--- config.mk ---
export PLATFORM = sky130hd
export DESIGN_NAME = sdf_fft_stage
export DESIGN_NICKNAME = d
export VERILOG_FILES = /design/src/rtl/sdf_pkg.sv /design/src/rtl/sdf_twiddle_rom.sv /design/src/rtl/sdf_delay_line.sv /design/src/rtl/sdf_bfly.sv /design/src/rtl/sdf_cmul.sv /design/src/rtl/sdf_fft_stage.sv
export SDC_FILE = /design/constraint.sdc
export NUM_CORES = 2
export LEC_CHECK = 0
export BUFFER_PORTS_ARGS = -buffer_cell sky130_fd_sc_hd__buf_2
export CORE_MARGIN = 2
export CORE_UTILIZATION = 59
export CTS_CLUSTER_SIZE = 24
export DETAILED_ROUTE_END_ITERATION = 8
export GPL_ROUTABILITY_DRIVEN = 0
export PLACE_DENSITY = 0.76
export REMOVE_ABC_BUFFERS = 1
export SKIP_LAST_GASP = 1
export SLEW_MARGIN = 20
export SYNTH_ARGS = -nofsm -noshare
export SYNTH_HDL_FRONTEND = slang
export SYNTH_SLANG_ARGS = --single-unit
--- constraint.sdc ---
create_clock -name clk_i -period 13.2 [get_ports clk_i]
set_input_delay 1.32 -clock clk_i [delete_from_list [all_inputs] [get_ports clk_i]]
set_output_delay 1.32 -clock clk_i [all_outputs]
set_load 0.01 [all_outputs]
--- src/rtl/sdf_pkg.sv ---
package sdf_pkg;
  localparam int DW  = 16;
  localparam int TWW = 16;

  typedef struct packed {
    logic signed [DW-1:0] re;
    logic signed [DW-1:0] im;
  } cplx_t;
endpackage

--- src/rtl/sdf_twiddle_rom.sv ---
module sdf_twiddle_rom
  import sdf_pkg::*;
#(
  parameter int N    = 64,
  parameter int FRAC = 14,
  localparam int HALF = N / 2,
  localparam int AW   = $clog2(HALF)
) (
  input  logic [AW-1:0]           idx_i,
  output logic signed [TWW-1:0]   cos_o,
  output logic signed [TWW-1:0]   sin_o
);

  logic signed [TWW-1:0] cos_tab [HALF];
  logic signed [TWW-1:0] sin_tab [HALF];

  // table values fixed at elaboration, rounded half-up
  for (genvar i = 0; i < HALF; i++) begin : g_entry
    localparam real ANG   = 6.283185307179586 * real'(i) / real'(N);
    localparam int  COS_Q = $rtoi($floor($cos(ANG) * (2.0 ** FRAC) + 0.5));
    localparam int  SIN_Q = $rtoi($floor($sin(ANG) * (2.0 ** FRAC) + 0.5));
    assign cos_tab[i] = TWW'(COS_Q);
    assign sin_tab[i] = TWW'(SIN_Q);
  end

  assign cos_o = cos_tab[idx_i];
  assign sin_o = sin_tab[idx_i];

  always_comb begin
    if (idx_i == '0)
      AST_TW_ORIGIN: assert (cos_o == TWW'(1 << FRAC) && sin_o == '0);
  end

endmodule

--- src/rtl/sdf_delay_line.sv ---
module sdf_delay_line
  import sdf_pkg::*;
#(
  parameter int DEPTH = 32
) (
  input  logic  clk_i,
  input  logic  rst_ni,
  input  logic  push_i,
  input  cplx_t din_i,
  output cplx_t dout_o
);

  cplx_t taps [DEPTH];

  always_ff @(posedge clk_i or negedge rst_ni) begin
    if (!rst_ni) begin
      for (int i = 0; i < DEPTH; i++) taps[i] <= '0;
    end else if (push_i) begin
      taps[0] <= din_i;
      for (int i = 1; i < DEPTH; i++) taps[i] <= taps[i-1];
    end
  end

  assign dout_o = taps[DEPTH-1];

  AST_FIFO_HOLD: assert property (@(posedge clk_i) disable iff (!rst_ni)
    !push_i |=> $stable(dout_o));

endmodule

--- src/rtl/sdf_bfly.sv ---
module sdf_bfly
  import sdf_pkg::*;
(
  input  cplx_t a_i,
  input  cplx_t b_i,
  output cplx_t sum_o,
  output cplx_t dif_o
);

  logic signed [DW:0] s_re, s_im, d_re, d_im;

  always_comb begin
    s_re = {a_i.re[DW-1], a_i.re} + {b_i.re[DW-1], b_i.re};
    s_im = {a_i.im[DW-1], a_i.im} + {b_i.im[DW-1], b_i.im};
    d_re = {a_i.re[DW-1], a_i.re} - {b_i.re[DW-1], b_i.re};
    d_im = {a_i.im[DW-1], a_i.im} - {b_i.im[DW-1], b_i.im};
  end

  // halve to keep the 16-bit range (floor)
  assign sum_o.re = s_re[DW:1];
  assign sum_o.im = s_im[DW:1];
  assign dif_o.re = d_re[DW:1];
  assign dif_o.im = d_im[DW:1];

endmodule

--- src/rtl/sdf_cmul.sv ---
module sdf_cmul
  import sdf_pkg::*;
#(
  parameter int FRAC = 14
) (
  input  cplx_t                 d_i,
  input  logic signed [TWW-1:0] cos_i,
  input  logic signed [TWW-1:0] sin_i,
  input  logic                  inv_i,
  output cplx_t                 p_o
);

  localparam int PW = DW + TWW + 1;
  localparam logic signed [PW-1:0] MAXV = PW'((1 << (DW - 1)) - 1);
  localparam logic signed [PW-1:0] MINV = -MAXV - PW'(1);
  localparam logic signed [PW-1:0] HALF_LSB = PW'(1) <<< (FRAC - 1);

  logic signed [PW-1:0] dre, dim, wre, wim;
  logic signed [PW-1:0] acc_re, acc_im;

  function automatic logic signed [DW-1:0] round_sat(input logic signed [PW-1:0] v);
    logic signed [PW-1:0] sh;
    sh = (v + HALF_LSB) >>> FRAC;
    if (sh > MAXV)      return MAXV[DW-1:0];
    else if (sh < MINV) return MINV[DW-1:0];
    else                return sh[DW-1:0];
  endfunction

  always_comb begin
    dre = PW'(d_i.re);
    dim = PW'(d_i.im);
    wre = PW'(cos_i);
    wim = inv_i ? PW'(sin_i) : -PW'(sin_i);
    acc_re = dre * wre - dim * wim;
    acc_im = dre * wim + dim * wre;
  end

  assign p_o.re = round_sat(acc_re);
  assign p_o.im = round_sat(acc_im);

endmodule

--- src/rtl/sdf_fft_stage.sv ---
module sdf_fft_stage
  import sdf_pkg::*;
#(
  parameter int N    = 64,
  parameter int FRAC = 14
) (
  input  logic                 clk_i,
  input  logic                 rst_ni,
  input  logic                 valid_i,
  input  logic                 inv_i,
  input  logic signed [DW-1:0] re_i,
  input  logic signed [DW-1:0] im_i,
  output logic                 valid_o,
  output logic signed [DW-1:0] re_o,
  output logic signed [DW-1:0] im_o
);

  localparam int HALF = N / 2;
  localparam int CW   = $clog2(N);
  localparam int AW   = CW - 1;

  logic [CW-1:0] pos_q;
  logic          primed_q;
  logic          upper;
  logic [AW-1:0] tw_idx;

  cplx_t x_in, fb_out, fb_in, g_val, d_val, h_val;
  logic signed [TWW-1:0] tw_cos, tw_sin;

  assign upper  = pos_q[CW-1];
  assign tw_idx = pos_q[AW-1:0];
  assign x_in.re = re_i;
  assign x_in.im = im_i;

  sdf_delay_line #(.DEPTH(HALF)) u_fb (
    .clk_i  (clk_i),
    .rst_ni (rst_ni),
    .push_i (valid_i),
    .din_i  (fb_in),
    .dout_o (fb_out)
  );

  sdf_bfly u_bfly (
    .a_i   (fb_out),
    .b_i   (x_in),
    .sum_o (g_val),
    .dif_o (d_val)
  );

  sdf_twiddle_rom #(.N(N), .FRAC(FRAC)) u_rom (
    .idx_i (tw_idx),
    .cos_o (tw_cos),
    .sin_o (tw_sin)
  );

  sdf_cmul #(.FRAC(FRAC)) u_mul (
    .d_i   (d_val),
    .cos_i (tw_cos),
    .sin_i (tw_sin),
    .inv_i (inv_i),
    .p_o   (h_val)
  );

  // first half: store input; second half: feed weighted difference back
  assign fb_in = upper ? h_val : x_in;

  always_ff @(posedge clk_i or negedge rst_ni) begin
    if (!rst_ni) begin
      pos_q    <= '0;
      primed_q <= 1'b0;
    end else if (valid_i) begin
      pos_q <= pos_q + 1'b1;
      if (pos_q == CW'(N - 1)) primed_q <= 1'b1;
    end
  end

  always_ff @(posedge clk_i or negedge rst_ni) begin
    if (!rst_ni) begin
      valid_o <= 1'b0;
      re_o    <= '0;
      im_o    <= '0;
    end else if (valid_i) begin
      valid_o <= upper | primed_q;
      re_o    <= upper ? g_val.re : fb_out.re;
      im_o    <= upper ? g_val.im : fb_out.im;
    end else begin
      valid_o <= 1'b0;
    end
  end

  AST_PRIME_SILENT: assert property (@(posedge clk_i) disable iff (!rst_ni)
    valid_i && !upper && !primed_q |=> !valid_o);

  AST_UPPER_EMITS: assert property (@(posedge clk_i) disable iff (!rst_ni)
    valid_i && upper |=> valid_o);

  AST_DRAIN_EMITS: assert property (@(posedge clk_i) disable iff (!rst_ni)
    valid_i && !upper && primed_q |=> valid_o);

  AST_VALID_NEEDS_INPUT: assert property (@(posedge clk_i) disable iff (!rst_ni)
    valid_o |-> $past(valid_i));

  AST_IDLE_HOLD: assert property (@(posedge clk_i) disable iff (!rst_ni)
    !valid_i |=> $stable(re_o) && $stable(im_o) && !valid_o);

endmodule

# Yosys cells after proc, flatten, opt, wreduce, memory -nomap -nowiden
# Memory sizes are Yosys's and may differ from the RTL's.
# Index checks and enable logic that the tools add are counted.
# W data, S select, Z words.
# word_totals
mem_count	2
wordCells	107
rom_bits	1024
out_inout_bits	33
reg_bits	1064
# memory_table
name	words	width	read_ports	rd_ports_with_merged_regs	wr	line_no	source
(name not given)	32	16	1	0	0	sdf_twiddle_rom.sv:26	assign cos_o = cos_tab[idx_i];
(name not given)	32	16	1	0	0	sdf_twiddle_rom.sv:27	assign sin_o = sin_tab[idx_i];
# classes
order_cmp	5
eq_ne	1
n_reduce_logical	1
n_bitwise	2
addsub	10
mux	13
n_mul	4
# ops
op	n
$mux W16	10
$add A33 B15 Y33 const B	2
$mul A16 B33 Y33	2
$mul A16 B16 Y32	2
$gt A19 B16 Y1 const B	2
$lt A19 B16 Y1 const B	2
$add A16 B16 Y17	2
$sub A16 B16 Y17	2
$add A33 B33 Y33	1
$mux W33	1
$neg A16 Y33	1
$sub A33 B33 Y33	1
$mux W32	1
$add A6 B1 Y6 const B	1
$eq A6 B6 Y1 const B	1
$ge A6 B6 Y1 const B	1
$not A5 Y6	1
$reduce_and A2 Y1	1
$mux W1	1
$or A1 B1 Y1	1

# Depth between registers and ports, before layout
# depth
depth_word	13
mapped_depth	61

# Hierarchy
# A second synthesis with hierarchy kept.
# hier_totals
hier_cells	8167
area_unflattened_um2	90710.7
# modules_own_cells
mod	area_per_inst_um2	n_inst	cells_per_inst
sdf_cmul	45681.3	1	5097
sdf_delay_line	38222.9	1	2194
sdf_bfly	3275.6	1	477
sdf_fft_stage	2217.1	1	199
sdf_twiddle_rom	1313.8	1	200

# Least setup slack after synthesis
# Ideal clock, no wire load.
# synth_path
path_kind	input-to-reg
start	input re_i[2]
end	register u_fb.taps[1013] (netlist bit)
required_ns	13.106
arrival_ns	14.121
setup_ns	0.094
cell_stages	56
slack_ns	-1.015
path_buffers	4
path_cell_list	inv_1 ha_1 buf_2 nand2_1 o21ai_2 nand2_1 a211oi_1 o21ai_0 xnor2_1 clkbuf_1 nor2_1 fa_1 inv_1 fa_1 fa_1 fa_1 inv_1 fa_1 (+20 left out) inv_1 ha_1 a21oi_1 nor2b_1 o21ai_0 o2bb2ai_1 o31ai_1 a41oi_1 nor2_1 or3_1 clkbuf_1 o41ai_1 xnor2_1 xnor2_2 a21o_4 buf_6 nand2_1 a221oi_2
# synth_via
elab_chain_len	8
word_cells_on_any_way	9
cone_classes	add/sub: 3; mul: 1; order compare: 2; mux: 3
# synth_rtl
element	line_no	source
from (decl)	sdf_fft_stage.sv:11	input logic signed [DW-1:0] re_i,
$sub A16 B16 Y17 (*)	sdf_bfly.sv:15	d_re = {a_i.re[DW-1], a_i.re} - {b_i.re[DW-1], b_i.re};
$mul A16 B16 Y32 (*)	sdf_cmul.sv:34	acc_re = dre * wre - dim * wim;
$sub A33 B33 Y33 (*)	sdf_cmul.sv:34	
$add A33 B15 Y33 (*)	sdf_cmul.sv:23	sh = (v + HALF_LSB) >>> FRAC;
$lt A19 B16 Y1	sdf_cmul.sv:25	else if (sh < MINV) return MINV[DW-1:0];
$mux W16	sdf_cmul.sv:25	
$mux W16 (*)	sdf_cmul.sv:24	if (sh > MAXV) return MAXV[DW-1:0];
$mux W32 (*)	sdf_fft_stage.sv:65	assign fb_in = upper ? h_val : x_in;
to (decl)	sdf_delay_line.sv:13	cplx_t taps [DEPTH];
# Mark *: on every way between the ends. The rest lies on a longest branch, timed or not.
# A chain may end at the register's enable or synchronous reset.

# Worst setup path after layout
# layout_path
start	input re_i[4]
end	register u_fb.taps[1022] (netlist bit)
# Same word-level chain as after synthesis.

==> flow_metrics.py <==
metrics = {
    "global_routing": {
        "grt_pass1_wl_um": 362000,
        "use_met3_pct": 7.91,
        "track_usage_pct": 30.6,
        "grt_max_degree": 201,
        "antenna_found_initial": 10,
        "grt_pass1_vias": 65700,
        "grt.busiest_layer": "met2",
        "use_met2_pct": 46.6,
        "gr-total-overflow": 0,
        "use_met1_pct": 39.9,
    },
    "route": {
        "ant_nets": 0,
        "drt_iter0_drc": 5824,
        "wire_per_inst_um": 21.5,
        "first_pass_iters": 9,
        "vias": 62000,
        "drt_wl_total_um": 234000,
        "remaining_drc_errors": 0,
        "via_per_inst": 5.71,
    },
    "floorplan": {
        "pin_count": 69,
        "initial_core_util_pct": 59.2,
        "coreArea_um2": 149000,
        "rows": 142,
        "dieHeight_um": 391,
        "die_x_um": 391,
        "dieArea_um2": 153000,
    },
    "setup_path": {
        "critPathMaxStageDelay_ps": 580,
        "cp_max_fo": 27,
        "crit_path_frequent_cell": "fa_1",
        "critical_path_class": "in2reg",
        "worstPathArrival_ps": 14010,
        "critPathLaunchType": "input pin",
        "crit_path_end_kind": "flop",
        "crit_buf_inv": 13,
        "crit_path_top_delay_cell": "fa_1",
        "worstPathRequired_ps": 13840,
        "crit_family": "adder cells",
    },
    "layout": {
        "final_common_cell": "inv_1",
        "mostFrequentLayoutCells": "inv_1, fa_1, dfrtp_1, mux2_2, buf_4",
        "n_fill_cell": 10200,
        "layout.nets": 10400,
        "drive_above_1_share_pct": 28.1,
        "final_core_utilization_pct": 68.6,
        "syn2layout_area_growth_pct": 15.9,
    },
    "yosys": {
        "ys_types": 92,
        "synthCells": 8113,
        "synth_top_cell_area_share_pct": 30.1,
        "ys_seq_area_share_pct": 30.1,
        "synth_flop_cell": "dfrtp_1",
        "syn_area_per_cell_um2": 10.9,
        "ys_async_sr_fraction_pct": 100,
        "synth.largest_area_cell": "dfrtp_1",
        "synth_area_leaders": "dfrtp_1, fa_1, mux2_2, ha_1, inv_1",
        "netlist_area_um2": 88500,
        "synth_edf_count": 0,
        "yosysWarnings": 0,
        "ys_seq_elements": 1064,
    },
    "clocking": {
        "path_clk_slew_ps": 70,
        "clk_latency_ps": 780,
        "cts_root_buffer": "clkbuf_16",
        "cts_buffer_depth": 3,
        "h-tree-depth": 3,
        "clkSinkCount": 1064,
        "cts_hold_buf": 0,
        "cts_made_buffers": 104,
        "cts_tree": "yes",
    },
    "sta": {
        "clock_skew_ps": 70.8,
        "fin_crit_sh_pct": 101,
        "fin_crit_ps": 13370,
        "tightest_slew_ps": 1180,
        "report.final.setup_viol": 15,
        "fmax_ghz": 0.0748,
        "setup_ws_ps": -169,
        "maxSlewViolCount": 0,
        "finalHoldViolCount": 0,
        "rsz0062_at_grt": "true",
        "max-slew-margin-rel_pct": 21.1,
    },
    "place": {
        "numPortBuffers": 68,
        "dp_hpwl_um": 173000,
    },
    "worst_hold_path": {
        "holdCritPathClass": "reg2reg",
    },
    "flow_run": {
        "cap_violations": 0,
    },
    "outcome": {
        "status": "finished with violations",
        "violations": "negative setup slack",
    },
}
-- worst register-to-register path, delay by kind of cell, from the launching register on --
family	cells	cell delay (ps)
fa+ha+maj	15	6800
compound gates	15	3580
simple gates	6	1100
buf+inv	10	750
xor+xnor	3	450
flops	1	380
-- area by class of cell --
class / count / area (um2) / share of cell area [%]
multi-input cells: 5235 / 57000 / 55.6
flip-flops and latches: 1064 / 26600 / 26.0
repair buffers: 903 / 7170 / 6.99
inverters: 1427 / 5360 / 5.23
clock buffers: 148 / 3020 / 2.94
well taps: 2016 / 2520 / 2.46
clock inverters: 48 / 833 / 0.813
diodes: 5 / 12.5 / 0.0122
-- cells by family (layout without fill, tap and decap cells) --
family / Yosys count / after routing / synth area share, %
buf+inv: 1815 / 2526 / 7.76
simple gates: 1686 / 1686 / 7.86
fa+ha+maj: 1675 / 1675 / 34.1
flops: 1064 / 1064 / 30.1
mux: 1018 / 1018 / 13.0
compound gates: 603 / 604 / 4.63
xor+xnor: 252 / 252 / 2.57
other cells: 0 / 5 / 0
-- synthesized netlist by cell type, types with 32 or more instances --
| master | n |
|---|---|
| xnor2_1 | 184 |
| a21oi_1 | 175 |
| o21ai_0 | 106 |
| dfrtp_1 | 1064 |
| fa_1 | 1225 |
| ha_1 | 450 |
| a21o_1 | 61 |
| nand2b_1 | 79 |
| nand2_1 | 696 |
| nor2_1 | 725 |
| or2_2 | 32 |
| nor3_1 | 40 |
| inv_1 | 1422 |
| clkbuf_1 | 338 |
| xor2_1 | 62 |
| mux2_2 | 1002 |
-- repair_timing --
item	4_1_cts	5_1_grt
gates resized for setup	83	312
gates cloned	1	5
pin swaps	43	188
buffers inserted	17	39
setup endpoints to repair	32	32
hold endpoints to repair	0	0
-- state kept, by name, summed over array words and instances, names as in the netlist --
register / count
re_o: 16
pos_q: 6
valid_o: 1
u_fb.dout_o: 32
im_o: 16
primed_q: 1
u_fb.taps: 992
-- layer usage --
| layer | up-vias | routed length (um) |
|---|---|---|
| met2 | 3203 | 104000 |
| met5 | - | 108 |
| li1 | 26600 | - |
| met3 | 956 | 25100 |
| met4 | 16 | 17700 |
| met1 | 31200 | 86300 |
-- worst paths after layout --
kind	end	depth (start not counted)	slack, ps	from
min in group asynchronous	u_fb.dout_o[12]$_DFFE_PN0P_	1	590	rst_ni
max	u_fb.taps[1022]$_DFFE_PN0P_	53	-170	re_i[4]
min	u_fb.taps[756]$_DFFE_PN0P_	1	480	u_fb.taps[788]$_DFFE_PN0P_
max in group asynchronous	u_fb.taps[891]$_DFFE_PN0P_	4	9780	rst_ni
max reg2reg	u_fb.taps[1022]$_DFFE_PN0P_	49	80	pos_q[1]$_DFFE_PN0P_
min reg2reg	u_fb.taps[756]$_DFFE_PN0P_	1	480	u_fb.taps[788]$_DFFE_PN0P_
-- per-stage QoR --
step           TNS (ps)  setup slack (ps)  instance area (um2)  std cells  hold WS (ps)
2_1_floorplan    -44510             -1510                87000       7725           444
3_3_place_gp     -35770             -1530                96300      10600           459
3_5_place_dp     -42420             -1700                96300      10600           464
4_1_cts           -22.3             -9.18               101000      10800           476
5_1_grt           -8710              -554               103000      10800           491
6_report          -1040              -169               103000      10800           476
Power is not shown: default switching activity piles up to over one toggle a cycle in this logic, so the estimate is an artifact.
